`config.mk`:
```
export PLATFORM = sky130hd
export DESIGN_NAME = adc_seq_ctrl
export DESIGN_NICKNAME = d
export VERILOG_FILES = /design/src/rtl/adc_seq_pkg.sv /design/src/rtl/adc_sar_core.sv /design/src/rtl/adc_seq_fsm.sv /design/src/rtl/adc_result_bank.sv /design/src/rtl/adc_seq_ctrl.sv
export SDC_FILE = /design/constraint.sdc
export NUM_CORES = 1
export LEC_CHECK = 0
export BUFFER_PORTS_ARGS = -buffer_cell sky130_fd_sc_hd__buf_2
export CELL_PAD_IN_SITES_DETAIL_PLACEMENT = 1
export CELL_PAD_IN_SITES_GLOBAL_PLACEMENT = 1
export CORE_ASPECT_RATIO = 1.5
export CORE_UTILIZATION = 45
export CTS_CLUSTER_DIAMETER = 150
export DETAILED_ROUTE_END_ITERATION = 10
export HOLD_SLACK_MARGIN = 0.1
export PLACE_DENSITY_LB_ADDON = 0.1
export SLEW_MARGIN = 20
export SYNTH_ARGS = -nofsm -noshare
export SYNTH_HDL_FRONTEND = slang
export SYNTH_SLANG_ARGS = --single-unit
```
`constraint.sdc`:
```
create_clock -name clk -period 4.2 [get_ports clk]
set_clock_uncertainty 0.2 [all_clocks]
set_input_delay 0.84 -clock clk [delete_from_list [all_inputs] [get_ports clk]]
set_output_delay 0.84 -clock clk [all_outputs]
set_load 0.01 [all_outputs]
```
`src/rtl/adc_seq_pkg.sv`:
```
// Package adc_seq_pkg: shared widths, the register address map, the SAR phase
// type and the mode-register layout for the conversion sequencer.
package adc_seq_pkg;
    localparam int RES_W   = 8;
    localparam int NUM_RES = 8;
    localparam int IDX_W   = $clog2(NUM_RES);
    localparam int ADDR_W  = 4;
    localparam int DATA_W  = 8;

    localparam logic [ADDR_W-1:0] A_CTRL = 4'h0;
    localparam logic [ADDR_W-1:0] A_MODE = 4'h1;
    localparam logic [ADDR_W-1:0] A_STAT = 4'h2;
    localparam logic [ADDR_W-1:0] A_FLAG = 4'h3;

    typedef enum logic [1:0] {
        PH_IDLE   = 2'd0,
        PH_SAMPLE = 2'd1,
        PH_STEP   = 2'd2
    } sar_phase_t;

    // Mode register as stored (write bit 3 is dropped).
    typedef struct packed {
        logic [3:0] chan;
        logic       multi;
        logic       scan;
        logic       len8;
    } mode_t;
endpackage

```
`src/rtl/adc_sar_core.sv`:
```
// adc_sar_core: one conversion. On start it holds a sample window of SAMPLE_CYC
// cycles, then it runs RES_W search steps from MSB to LSB, one per cycle. It
// assumes the comparator answers within the same cycle as the trial code.
// abort_i returns it to idle at once. done_o pulses for one cycle, with the
// result held in result_o.
module adc_sar_core #(
    parameter int RES_W      = 8,
    parameter int SAMPLE_CYC = 4
) (
    input  logic             clk,
    input  logic             rst_n,
    input  logic             abort_i,
    input  logic             start_i,
    input  logic             cmp_hi_i,
    output logic [RES_W-1:0] dac_code_o,
    output logic             done_o,
    output logic [RES_W-1:0] result_o
);
    import adc_seq_pkg::*;

    localparam int SCW = $clog2(SAMPLE_CYC + 1);
    localparam int BW  = (RES_W > 1) ? $clog2(RES_W) : 1;

    sar_phase_t       phase;
    logic [SCW-1:0]   samp_cnt;
    logic [BW-1:0]    bit_idx;
    logic [RES_W-1:0] acc;
    logic [RES_W-1:0] trial;
    logic [RES_W-1:0] acc_next;

    // Trial code = bits kept so far plus the bit under test.
    always_comb begin
        trial    = acc | (RES_W'(1) << bit_idx);
        acc_next = cmp_hi_i ? trial : acc;
    end

    // DAC sees a code only while a search step is active.
    assign dac_code_o = (phase == PH_STEP) ? trial : '0;

    // Phase sequencing, sample count and bit search.
    always_ff @(posedge clk) begin
        if (!rst_n) begin
            phase    <= PH_IDLE;
            samp_cnt <= '0;
            bit_idx  <= '0;
            acc      <= '0;
            done_o   <= 1'b0;
            result_o <= '0;
        end else if (abort_i) begin
            phase  <= PH_IDLE;
            done_o <= 1'b0;
        end else begin
            done_o <= 1'b0;
            case (phase)
                PH_IDLE: begin
                    if (start_i) begin
                        phase    <= PH_SAMPLE;
                        samp_cnt <= '0;
                        acc      <= '0;
                    end
                end
                PH_SAMPLE: begin
                    if (samp_cnt == SCW'(SAMPLE_CYC - 1)) begin
                        phase   <= PH_STEP;
                        bit_idx <= BW'(RES_W - 1);
                    end else begin
                        samp_cnt <= samp_cnt + SCW'(1);
                    end
                end
                PH_STEP: begin
                    acc <= acc_next;
                    if (bit_idx == '0) begin
                        done_o   <= 1'b1;
                        result_o <= acc_next;
                        phase    <= PH_IDLE;
                    end else begin
                        bit_idx <= bit_idx - BW'(1);
                    end
                end
                default: phase <= PH_IDLE;
            endcase
        end
    end
endmodule

```
`src/rtl/adc_seq_fsm.sv`:
```
// adc_seq_fsm: sequence control. It times the power settle window, keeps the
// index of the conversion in progress, launches each conversion, maps the index
// to a mux channel and marks the end of each pass. It assumes mode fields are
// registered and that they change only at a mode write. That write (or a
// power-off write) aborts the core in the same cycle.
module adc_seq_fsm #(
    parameter int SETTLE_CYC = 64,
    parameter int IDX_W      = 3
) (
    input  logic             clk,
    input  logic             rst_n,
    input  logic             pwr_en_i,
    input  logic             pwr_off_wr_i,
    input  logic             mode_wr_i,
    input  logic             len8_i,
    input  logic             scan_i,
    input  logic             multi_i,
    input  logic [2:0]       chan_i,
    input  logic             core_done_i,
    output logic             core_start_o,
    output logic             kill_o,
    output logic [IDX_W-1:0] idx_o,
    output logic [2:0]       mux_sel_o,
    output logic             res_we_o,
    output logic             seq_end_o,
    output logic             settled_o
);
    localparam int STW = $clog2(SETTLE_CYC + 1);

    logic [STW-1:0]   settle_cnt;
    logic             active;
    logic             pend;
    logic [IDX_W-1:0] last_idx;

    assign kill_o       = mode_wr_i | pwr_off_wr_i;
    assign last_idx     = len8_i ? IDX_W'(7) : IDX_W'(3);
    assign core_start_o = active & pend & settled_o & ~kill_o;
    assign res_we_o     = core_done_i & active & ~kill_o;
    assign seq_end_o    = res_we_o & (idx_o == last_idx);

    // Channel for the current conversion index.
    always_comb begin
        if (!multi_i)    mux_sel_o = chan_i;
        else if (len8_i) mux_sel_o = 3'(idx_o);
        else             mux_sel_o = {chan_i[2], idx_o[1:0]};
    end

    // Power settle counter: restarts whenever power is off.
    always_ff @(posedge clk) begin
        if (!rst_n || !pwr_en_i || pwr_off_wr_i) begin
            settle_cnt <= '0;
            settled_o  <= 1'b0;
        end else if (!settled_o) begin
            if (settle_cnt == STW'(SETTLE_CYC - 1)) settled_o <= 1'b1;
            else settle_cnt <= settle_cnt + STW'(1);
        end
    end

    // Sequence state: run flag, pending launch and conversion index.
    always_ff @(posedge clk) begin
        if (!rst_n || pwr_off_wr_i) begin
            active <= 1'b0;
            pend   <= 1'b0;
            idx_o  <= '0;
        end else if (mode_wr_i) begin
            idx_o  <= '0;
            active <= pwr_en_i;
            pend   <= pwr_en_i;
        end else if (core_start_o) begin
            pend <= 1'b0;
        end else if (res_we_o) begin
            if (idx_o == last_idx) begin
                idx_o  <= '0;
                active <= scan_i;
                pend   <= scan_i;
            end else begin
                idx_o <= idx_o + IDX_W'(1);
                pend  <= 1'b1;
            end
        end
    end
endmodule

```
`src/rtl/adc_result_bank.sv`:
```
// adc_result_bank: result storage and flags. It holds NUM_RES result registers,
// one complete flag per register and the sequence-complete flag. A mode write
// clears all flags. A result write sets its flag. A fast-clear read clears the
// flag of the register read and the sequence flag. A set wins over a read-clear
// in the same cycle.
module adc_result_bank #(
    parameter int RES_W   = 8,
    parameter int NUM_RES = 8
) (
    input  logic                            clk,
    input  logic                            rst_n,
    input  logic                            clr_all_i,
    input  logic                            we_i,
    input  logic [$clog2(NUM_RES)-1:0]      wr_idx_i,
    input  logic [RES_W-1:0]                wr_data_i,
    input  logic                            seq_end_i,
    input  logic                            rd_clr_i,
    input  logic [$clog2(NUM_RES)-1:0]      rd_idx_i,
    output logic [NUM_RES-1:0][RES_W-1:0]   res_o,
    output logic [NUM_RES-1:0]              ccf_o,
    output logic                            seq_done_o
);
    localparam int IW = $clog2(NUM_RES);

    for (genvar g = 0; g < NUM_RES; g++) begin : g_slot
        // Result register g: loads on its own write.
        always_ff @(posedge clk) begin
            if (!rst_n) res_o[g] <= '0;
            else if (we_i && wr_idx_i == IW'(g)) res_o[g] <= wr_data_i;
        end

        // Complete flag g: clear-all, set on write, clear on fast read.
        always_ff @(posedge clk) begin
            if (!rst_n || clr_all_i) ccf_o[g] <= 1'b0;
            else if (we_i && wr_idx_i == IW'(g)) ccf_o[g] <= 1'b1;
            else if (rd_clr_i && rd_idx_i == IW'(g)) ccf_o[g] <= 1'b0;
        end
    end

    // Sequence-complete flag.
    always_ff @(posedge clk) begin
        if (!rst_n || clr_all_i) seq_done_o <= 1'b0;
        else if (seq_end_i) seq_done_o <= 1'b1;
        else if (rd_clr_i) seq_done_o <= 1'b0;
    end
endmodule

```
`src/rtl/adc_seq_ctrl.sv`:
```
// adc_seq_ctrl: top of the conversion sequencer. It decodes the register bus,
// holds the ctrl and mode registers, and joins the sequence control, the SAR
// core and the result bank. It assumes one bus access per cycle; read data is
// combinational from the address.
module adc_seq_ctrl #(
    parameter int SAMPLE_CYC = 4,
    parameter int SETTLE_CYC = 64
) (
    input  logic       clk,
    input  logic       rst_n,
    input  logic       bus_wr,
    input  logic       bus_rd,
    input  logic [3:0] bus_addr,
    input  logic [7:0] bus_wdata,
    output logic [7:0] bus_rdata,
    input  logic       cmp_hi,
    output logic [2:0] mux_sel,
    output logic [7:0] dac_code
);
    import adc_seq_pkg::*;

    logic                          pwr_en_q;
    logic                          fast_clr_q;
    mode_t                         mode_q;
    logic                          ctrl_wr, mode_wr, pwr_off_wr, rd_clr;
    logic                          core_start, core_kill, core_done;
    logic [RES_W-1:0]              core_result;
    logic [IDX_W-1:0]              seq_idx;
    logic                          res_we, seq_end, settled;
    logic [NUM_RES-1:0][RES_W-1:0] res;
    logic [NUM_RES-1:0]            ccf;
    logic                          seq_done;

    assign ctrl_wr    = bus_wr && (bus_addr == A_CTRL);
    assign mode_wr    = bus_wr && (bus_addr == A_MODE);
    assign pwr_off_wr = ctrl_wr && !bus_wdata[0];
    assign rd_clr     = bus_rd && bus_addr[3] && fast_clr_q;

    // Ctrl and mode registers.
    always_ff @(posedge clk) begin
        if (!rst_n) begin
            pwr_en_q   <= 1'b0;
            fast_clr_q <= 1'b0;
            mode_q     <= '0;
        end else begin
            if (ctrl_wr) begin
                pwr_en_q   <= bus_wdata[0];
                fast_clr_q <= bus_wdata[1];
            end
            if (mode_wr) mode_q <= {bus_wdata[7:4], bus_wdata[2:0]};
        end
    end

    adc_seq_fsm #(.SETTLE_CYC(SETTLE_CYC), .IDX_W(IDX_W)) fsm_i (
        .clk(clk), .rst_n(rst_n),
        .pwr_en_i(pwr_en_q), .pwr_off_wr_i(pwr_off_wr), .mode_wr_i(mode_wr),
        .len8_i(mode_q.len8), .scan_i(mode_q.scan), .multi_i(mode_q.multi),
        .chan_i(mode_q.chan[2:0]), .core_done_i(core_done),
        .core_start_o(core_start), .kill_o(core_kill), .idx_o(seq_idx),
        .mux_sel_o(mux_sel), .res_we_o(res_we), .seq_end_o(seq_end),
        .settled_o(settled)
    );

    adc_sar_core #(.RES_W(RES_W), .SAMPLE_CYC(SAMPLE_CYC)) core_i (
        .clk(clk), .rst_n(rst_n), .abort_i(core_kill), .start_i(core_start),
        .cmp_hi_i(cmp_hi), .dac_code_o(dac_code), .done_o(core_done),
        .result_o(core_result)
    );

    adc_result_bank #(.RES_W(RES_W), .NUM_RES(NUM_RES)) bank_i (
        .clk(clk), .rst_n(rst_n), .clr_all_i(mode_wr), .we_i(res_we),
        .wr_idx_i(seq_idx), .wr_data_i(core_result), .seq_end_i(seq_end),
        .rd_clr_i(rd_clr), .rd_idx_i(bus_addr[2:0]),
        .res_o(res), .ccf_o(ccf), .seq_done_o(seq_done)
    );

    // Read-data multiplexer.
    always_comb begin
        bus_rdata = '0;
        if (bus_addr[3]) begin
            bus_rdata = res[bus_addr[2:0]];
        end else begin
            case (bus_addr)
                A_CTRL:  bus_rdata = {6'b0, fast_clr_q, pwr_en_q};
                A_MODE:  bus_rdata = {mode_q.chan, 1'b0, mode_q.multi, mode_q.scan, mode_q.len8};
                A_STAT:  bus_rdata = {seq_done, 4'b0, seq_idx};
                A_FLAG:  bus_rdata = ccf;
                default: bus_rdata = '0;
            endcase
        end
    end
endmodule

```
Yosys cells after proc, flatten, opt, wreduce, memory -nomap -nowiden:

Index checks and enable logic that the tools add are counted.

* bits in registers: 120
* logic and storage cells: 192

* add/sub/neg operators: 4
* $lt $le $gt $ge: 1
* eq/ne operators: 28
* shift-type cells: 1
* mux-type cells: 51
* bitwise operators: 14
* reductions and logical operators: 59

Operators by type and width (count)
* $mux 8: 5
* $pmux 8 s4: 1
* $mux 1: 29
* $reduce_bool 2->1: 14
* $bmux 8 s3: 1
* $eq 3x3->1 const B: 8
* $mux 3: 8
* $logic_and 1x1->1: 21
* $pmux 8 s2: 1
* $eq 3x2->1 const B: 5
* $pmux 3 s2: 2
* $reduce_and 3->1: 4
* $logic_not 3->1: 3
* $eq 4x2->1 const B: 2
* $or 8x8->8: 1
* $reduce_and 4->1: 2
* $shl 1x3->8 const A: 1
* $add 7x1->7 const B: 1
* $eq 7x6->1 const B: 1
* $add 3x1->3 const B: 2
* $and 1x1->1: 6
* $eq 3x1->1 const B: 2
* $mux 2: 3
* $ne 2x1->1 const B: 3
* other kinds (18): 32

Logic depth before layout (Yosys ltp):

Gate-level depths: netlist of run 1.

* word-level depth: 9
* depth in mapped cells: 7

Hierarchy:

A second synthesis of run 1 with hierarchy kept.

* cells, all modules: 612
* area total of the unflattened synthesis: 5958.2 um^2

Modules (own cells, without submodules)
* adc_result_bank: instances 1, cells an instance 264, area each 2752.6 um^2, sequential area each 1461.4 um^2
* adc_sar_core: instances 1, cells an instance 138, area each 1251.2 um^2, sequential area each 500.5 um^2
* adc_seq_ctrl: instances 1, cells an instance 125, area each 1193.6 um^2, sequential area each 180.2 um^2
* adc_seq_fsm: instances 1, cells an instance 85, area each 760.7 um^2, sequential area each 260.2 um^2

Worst setup path before layout of run 1:

Ideal clock, no wire load.

* kind: input port to output port
* start point: input bus_addr[1]
* end point: output bus_rdata[1]
* arrival time: 2.143 ns
* data required time: 3.160 ns
* path slack: 1.017 ns
* cell stages on the path: 6
* buffers on the path: 3
* cells stage by stage: buf_4 buf_2 buf_2 mux4_2 a22oi_1 nand2_1

* word-level cells in the longest chain between the ends: 3

RTL lines
* start: declaration: line adc_seq_ctrl.sv:13 `input logic [3:0] bus_addr,`
* $eq 4x2->1 (tied with other cells): line adc_seq_ctrl.sv:83 `case (bus_addr)`
* $pmux 8 s4 / $mux 8 (equally long branches): line adc_seq_ctrl.sv:83, adc_seq_ctrl.sv:81
* $mux 8 *: line adc_seq_ctrl.sv:80 `if (bus_addr[3]) begin`
* end: declaration: line adc_seq_ctrl.sv:15 `output logic [7:0] bus_rdata,`

Every way passes the cells marked *; elsewhere a longest branch is shown, timed or not. The select of a mux whose other input is x is not followed.

Worst setup path in the final report of run 1:

* start point: input bus_addr[1]
* end point: output bus_rdata[5]

Same word-level chain as after synthesis.

==> impl_metrics.tcl, run 1 <==
set metrics [dict create \
    status "complete, no violations" \
    synthAdderAreaFrac 0.0398 \
    fmax_ghz 0.275 \
    ant_nets 0 \
    hold_violations 0 \
    htreeDepth 4 \
    pin_count 36 \
    drive_gt1_frac 0.164 \
    layout.cells.most_common "dfxtp_1" \
    drv_cap 0 \
    reg2reg_depth 5 \
    end_kind "output port" \
    drt_iter0_drc 167 \
    worstSetupStartpointType "input port" \
    synthXorXnorAreaFrac 0.00310 \
    arrival_ps 2600 \
    cts_resized 0 \
    vias_per_cell 5.90 \
    numCtsBuffers 17 \
    hold_path_class "flip-flop to flip-flop" \
    fin_crit_ps 3640 \
    max_slew.worst_pin.slew_ps 869 \
    holdPathEnd "bank_i.res_o[43]$_SDFFE_PN0P_" \
    dieHeight_microns 139 \
    timing.final.ws_setup_ps 558 \
    num-fill-cells 1403 \
    drv_slew 0 \
    timing.final.crit_share 0.867 \
    drc 0 \
    grt_max_degree 76 \
    clock-sinks 120 \
    async_flop_share 0 \
    multiInputGateArea_sq_um 3010 \
    tritoncts "yes" \
    grt_pass1_vias 4967 \
    grtUsageTotal 0.252 \
    area_growth_pct 14.1 \
    synth-edff-count 0 \
    ys_seq_elements 120 \
    seq_area_sq_um 2400 \
    start_util 0.466 \
    synth_mux_area_frac 0.147 \
    rsz0062_at_grt "no" \
    setup_violations 0 \
    r2r_slack_ps 1960 \
    ys_types 54 \
    postCtsHoldBufs 0 \
    p_per_area_nw_per_um2 403 \
    vias 4634 \
    clockBufferDepth 2 \
    postRouteWirelength_microns 15500 \
    syn_inst 594 \
    netlist_area_sq_um 5650 \
    dp_hpwl_microns 10700 \
    fin_nets 656 \
    die_width_microns 93.5 \
    portBuffers 34 \
    final.setup.tns_ps 0 \
    placement_rows 49 \
    pre_cts_ws_ps 517 \
    core-area_sq_um 12100 \
    cp_max_fo 17 \
    vdd_drop_max_mv 0.256 \
    holdPathStages 2 \
    ys_warn_count 0 \
    slew-limit-headroom 0.420 \
    final_cell_mix "dfxtp_1, nand2_1, o21ai_0, nand3_1, mux2i_1" \
    clockRootBuffer "clkbuf_16" \
    grt_pass1_wl_microns 25300 \
    postCtsSetupRepairBufs 0 \
    clock_latency_ps 410 \
    syn_area_per_cell_sq_um 9.52 \
    synth_top_family_by_area "simple AND/OR/NAND/NOR gates" \
    antenna_found_initial 0 \
    gp_congestion 0.798 \
    utilization 0.531 \
    n_antenna_cell 0 \
    yosys.area_share.simple 0.183 \
    synth_compound_area_frac 0.161 \
    synth-main-ff-cell "dfxtp_1" \
    p_leak_nw 2.51 \
    wl_per_cell_microns 19.8 \
    worst_ep_required_time_ps 3160 \
    path_clk_slew_ps 60 \
    min_from "bank_i.res_o[43]$_SDFFE_PN0P_" \
    r2r-start "core_i.phase[0]$_SDFFE_PP0P_" \
    die-area_sq_um 13000 \
    synth_nets 629 \
    grt-ovfl-total 0 \
    worst-setup-path-type "input port to output port" \
    yosysSeqAreaShare 0.425 \
    reg2reg_to "core_i.acc[4]$_SDFFE_PN0P_" \
    dr.pass1.iters 4 \
]
worst max-delay path: stages:
cell	delay, ps
buf_2	500
mux4_2	600
a22oi_1	330
o21ai_0	150
buf_2	160
logic make-up (layout without fill, tap and decap cells):
logic type               after synthesis  after routing
adder cells (fa/ha/maj)               18             18
XOR/XNOR                               2              2
buffers and inverters                 49             88
multiplexers                          60             60
AO/OA/AOI/OAI                        134            134
AND/OR/NAND/NOR                      211            211
flip-flops                           120            120
sequential cells by signal (all words and copies together) (netlist names):
| signal | flops |
|---|---|
| bank_i.res_o | 64 |
| bank_i.ccf_o | 8 |
| core_i.acc | 8 |
| core_i.result_o | 8 |
| fsm_i.settle_cnt | 7 |
| mode_q | 7 |
| core_i.bit_idx | 3 |
| core_i.samp_cnt | 3 |
| fsm_i.idx_o | 3 |
| core_i.phase | 2 |
| bank_i.seq_done_o | 1 |
| core_i.done_o | 1 |
| fast_clr_q | 1 |
| fsm_i.active | 1 |
| fsm_i.pend | 1 |
| fsm_i.settled_o | 1 |
| pwr_en_q | 1 |
synthesized netlist by cell type, types with 5 or more instances:
cell | instances | area share
o31ai_1 | 6 | 0.0080
nand3_1 | 50 | 0.044
clkbuf_1 | 16 | 0.011
nand4_1 | 5 | 0.0055
dfxtp_1 | 120 | 0.42
ha_1 | 18 | 0.040
nand2_1 | 84 | 0.056
nand2b_1 | 6 | 0.0066
nor2b_1 | 11 | 0.012
mux2i_1 | 40 | 0.071
mux4_2 | 18 | 0.072
or3_1 | 7 | 0.0077
o21ai_0 | 55 | 0.049
nor2_1 | 23 | 0.015
a21oi_1 | 26 | 0.023
a21boi_0 | 7 | 0.0093
inv_1 | 14 | 0.0093
a22o_1 | 7 | 0.011
buf_2 | 8 | 0.0071
o211a_1 | 6 | 0.011
a22oi_1 | 6 | 0.0080
how the worst max path moves through the flow:
stage	startpoint	to	slack [ps]	depth (start not counted)
floorplan	bus_addr[1]	bus_rdata[1]	1020	6
global placement	bus_addr[1]	bus_rdata[1]	540	6
detailed placement	bus_addr[1]	bus_rdata[5]	520	5
CTS	bus_addr[1]	bus_rdata[5]	520	5
global route	bus_addr[1]	bus_rdata[5]	420	5
finish	bus_addr[1]	bus_rdata[5]	560	5
final cells by class:
| cell class | count | area share |
|---|---|---|
| clock buffer | 17 | 0.0660 |
| clock inverter | 14 | 0.0200 |
| inverter | 14 | 0.00815 |
| multi-input combinational | 425 | 0.467 |
| sequential | 120 | 0.372 |
| tap | 153 | 0.0297 |
| timing repair buffer | 43 | 0.0369 |
report_power, final:
part / internal (W) / switching, W
clock: 0.000812 / 0.000561
combinational: 0.0000268 / 0.0000602
sequential: 0.00114 / 0.00000202
layer usage:
metal,vias up,GRT usage,part of all wire
li1,2205,-,-
met1,2312,0.282,0.42
met2,85,0.457,0.53
met3,32,0.0503,0.026
met4,0,0.104,0.023
met5,-,0,0
per-stage QoR:
stage / std cells / area [sq um] / total power (W) / hold WS [ps]
6_report: 786 / 6450 / 0.00260 / 264
5_1_grt: 786 / 6450 / 0.00267 / 285
4_1_cts: 786 / 6450 / 0.00262 / 265
3_5_place_dp: 755 / 5900 / 0.00125 / 256
3_3_place_gp: 755 / 5900 / 0.00125 / 240
2_1_floorplan: 594 / 5650 / 0.00122 / 232
No activity file was read; power rests on OpenSTA's default activity.
==> inputs of run 2 (changes only) <==
Settings changed: CORE_MARGIN set to 4, MAX_ROUTING_LAYER set to met4, PLACE_DENSITY set to 0.8, PLACE_DENSITY_LB_ADDON 0.1 to not set.
==> run 2 against run 1 <==
Final cell count unchanged. Global-route usage down 1.8 points. Sequential cell count unchanged. Via count up 1.0%.
==> impl_metrics.tcl, run 2 (synthesis results as in run 1) <==
set metrics [dict create \
    status "complete, no violations" \
    die_width_microns 99.5 \
    critPathBufInv 2 \
    gr-usage-met1 0.253 \
    grtUsageTotal 0.234 \
    drive_gt1_frac 0.164 \
    met2_usage 0.407 \
    postRouteWirelength_microns 15800 \
    largest-register "bank_i.res_o" \
    timing.final.crit_share 0.850 \
    path_delay_family "buffers and inverters" \
    slew-limit-headroom 0.437 \
    start_util 0.466 \
    arrival_ps 2530 \
    postCtsHoldBufs 0 \
    grt_max_degree 109 \
    dieHeight_microns 145 \
    power_w 0.00271 \
    p_per_area_nw_per_um2 417 \
    crit_path_frequent_cell "buf_2" \
    gp_congestion 0.808 \
    end_kind "output port" \
    max_stage_delay_ps 590 \
    grt_pass1_vias 5131 \
    area_growth_pct 15.1 \
    vdd_drop_max_mv 0.243 \
    cp_max_fo 17 \
    hold_path_class "flip-flop to flip-flop" \
    fin_crit_ps 3570 \
    fmax_ghz 0.280 \
    layout.cells.most_common "dfxtp_1" \
    clockRootBuffer "clkbuf_16" \
    use_met3 0.0466 \
    grt_pass1_wl_microns 26200 \
    core-area_sq_um 12100 \
    setup_violations 0 \
    vias 4682 \
    fin_nets 655 \
    largest_reg_flops 64 \
    dp_hpwl_microns 10600 \
    path_clk_slew_ps 60 \
    hold_violations 0 \
    max_slew.worst_pin.slew_ps 842 \
    n_antenna_cell 0 \
    pin_count 36 \
    grt-ovfl-total 0 \
    drv_slew 0 \
    tritoncts "yes" \
    drv_cap 0 \
    vias_per_cell 5.96 \
    htreeDepth 4 \
    cts_resized 0 \
    drt_iter0_drc 239 \
    cp_cell_sequence "buf_2 > mux4_2 > a22oi_1 > o21ai_0 > buf_2" \
    numCtsBuffers 17 \
    final_cell_mix "dfxtp_1, nand2_1, o21ai_0, nand3_1, mux2i_1" \
    die-area_sq_um 14500 \
    p_leak_nw 2.54 \
    portBuffers 34 \
    worst_ep_required_time_ps 3160 \
    dr.pass1.iters 4 \
    worst-setup-path-type "input port to output port" \
    final.setup.tns_ps 0 \
    clock-sinks 120 \
    placement_rows 49 \
    cpMaxStageDelayCell "mux4_2" \
    drc 0 \
    postCtsSetupRepairBufs 0 \
    clockBufferDepth 2 \
    antenna_found_initial 0 \
    wl_per_cell_microns 20.1 \
    num-fill-cells 1394 \
    rsz0062_at_grt "no" \
    ant_nets 0 \
    worstSetupStartpointType "input port" \
    grt_busiest_layer "met2" \
    clock_latency_ps 420 \
]
## run 2: cell count changes in the layout (fill, tap and decap cells not counted)
| cell | previous run | this run |
|---|---|---|
| clkinvlp_4 | 6 | 5 |
| bufinv_16 | 1 | 3 |
| clkinv_2 | 2 | 3 |
| buf_4 | 9 | 7 |
| buf_12 | 0 | 1 |
| clkinv_4 | 3 | 2 |
## run 2: final cells by class
| type | count | area [sq um] | area share |
|---|---|---|---|
| sequential | 120 | 2400 | 0.369 |
| inverter | 14 | 52.6 | 0.00808 |
| clock inverter | 15 | 178 | 0.0273 |
| multi-input combinational | 425 | 3010 | 0.463 |
| timing repair buffer | 42 | 243 | 0.0373 |
| clock buffer | 17 | 425 | 0.0654 |
| tap | 153 | 191 | 0.0294 |
## run 2: path summary, 6_finish.rpt
kind | from | slack, ps | endpoint | cells after the start
setup reg to reg | fsm_i.idx_o[0]$_SDFFE_PP0P_ | 1970 | bank_i.res_o[7]$_SDFFE_PN0P_ | 5
hold / removal | bank_i.res_o[40]$_SDFFE_PN0P_ | 270 | bank_i.res_o[40]$_SDFFE_PN0P_ | 2
hold reg to reg | bank_i.res_o[40]$_SDFFE_PN0P_ | 270 | bank_i.res_o[40]$_SDFFE_PN0P_ | 2
setup / recovery | bus_addr[1] | 630 | bus_rdata[6] | 5
## run 2: worst register-to-register path, stage by stage, from the launching register on
cell	delay [ps]
dfxtp_1	490
inv_1	120
ha_1	220
nand2_1	110
a311o_1	660
o21ai_0	270
## run 2: per-layer routing
layer	share of wire	vias up	wire length (microns)
met5	0	-	0
met2	0.54	108	8460
met1	0.40	2335	6290
met4	0.026	0	416
met3	0.040	36	635
li1	-	2203	-
## run 2: metrics by stage
stage | cell area, sq um | cells | setup WS (ps) | hold WS, ps | util
4_1_cts | 6500 | 786 | 616 | 268 | 0.536
3_5_place_dp | 5900 | 754 | 606 | 258 | 0.486
5_1_grt | 6500 | 786 | 494 | 276 | 0.536
3_3_place_gp | 5900 | 754 | 596 | 240 | 0.486
6_report | 6500 | 786 | 629 | 265 | 0.536
2_1_floorplan | 5650 | 594 | 1020 | 232 | -
## run 2: report_power, final
group / internal, W / total [W] / switching, W
Sequential: 0.00114 / 0.00114 / 0.00000201
Combinational: 0.0000275 / 0.0000881 / 0.0000606
Clock: 0.000933 / 0.00148 / 0.000547
Total: 0.00210 / 0.00271 / 0.000610
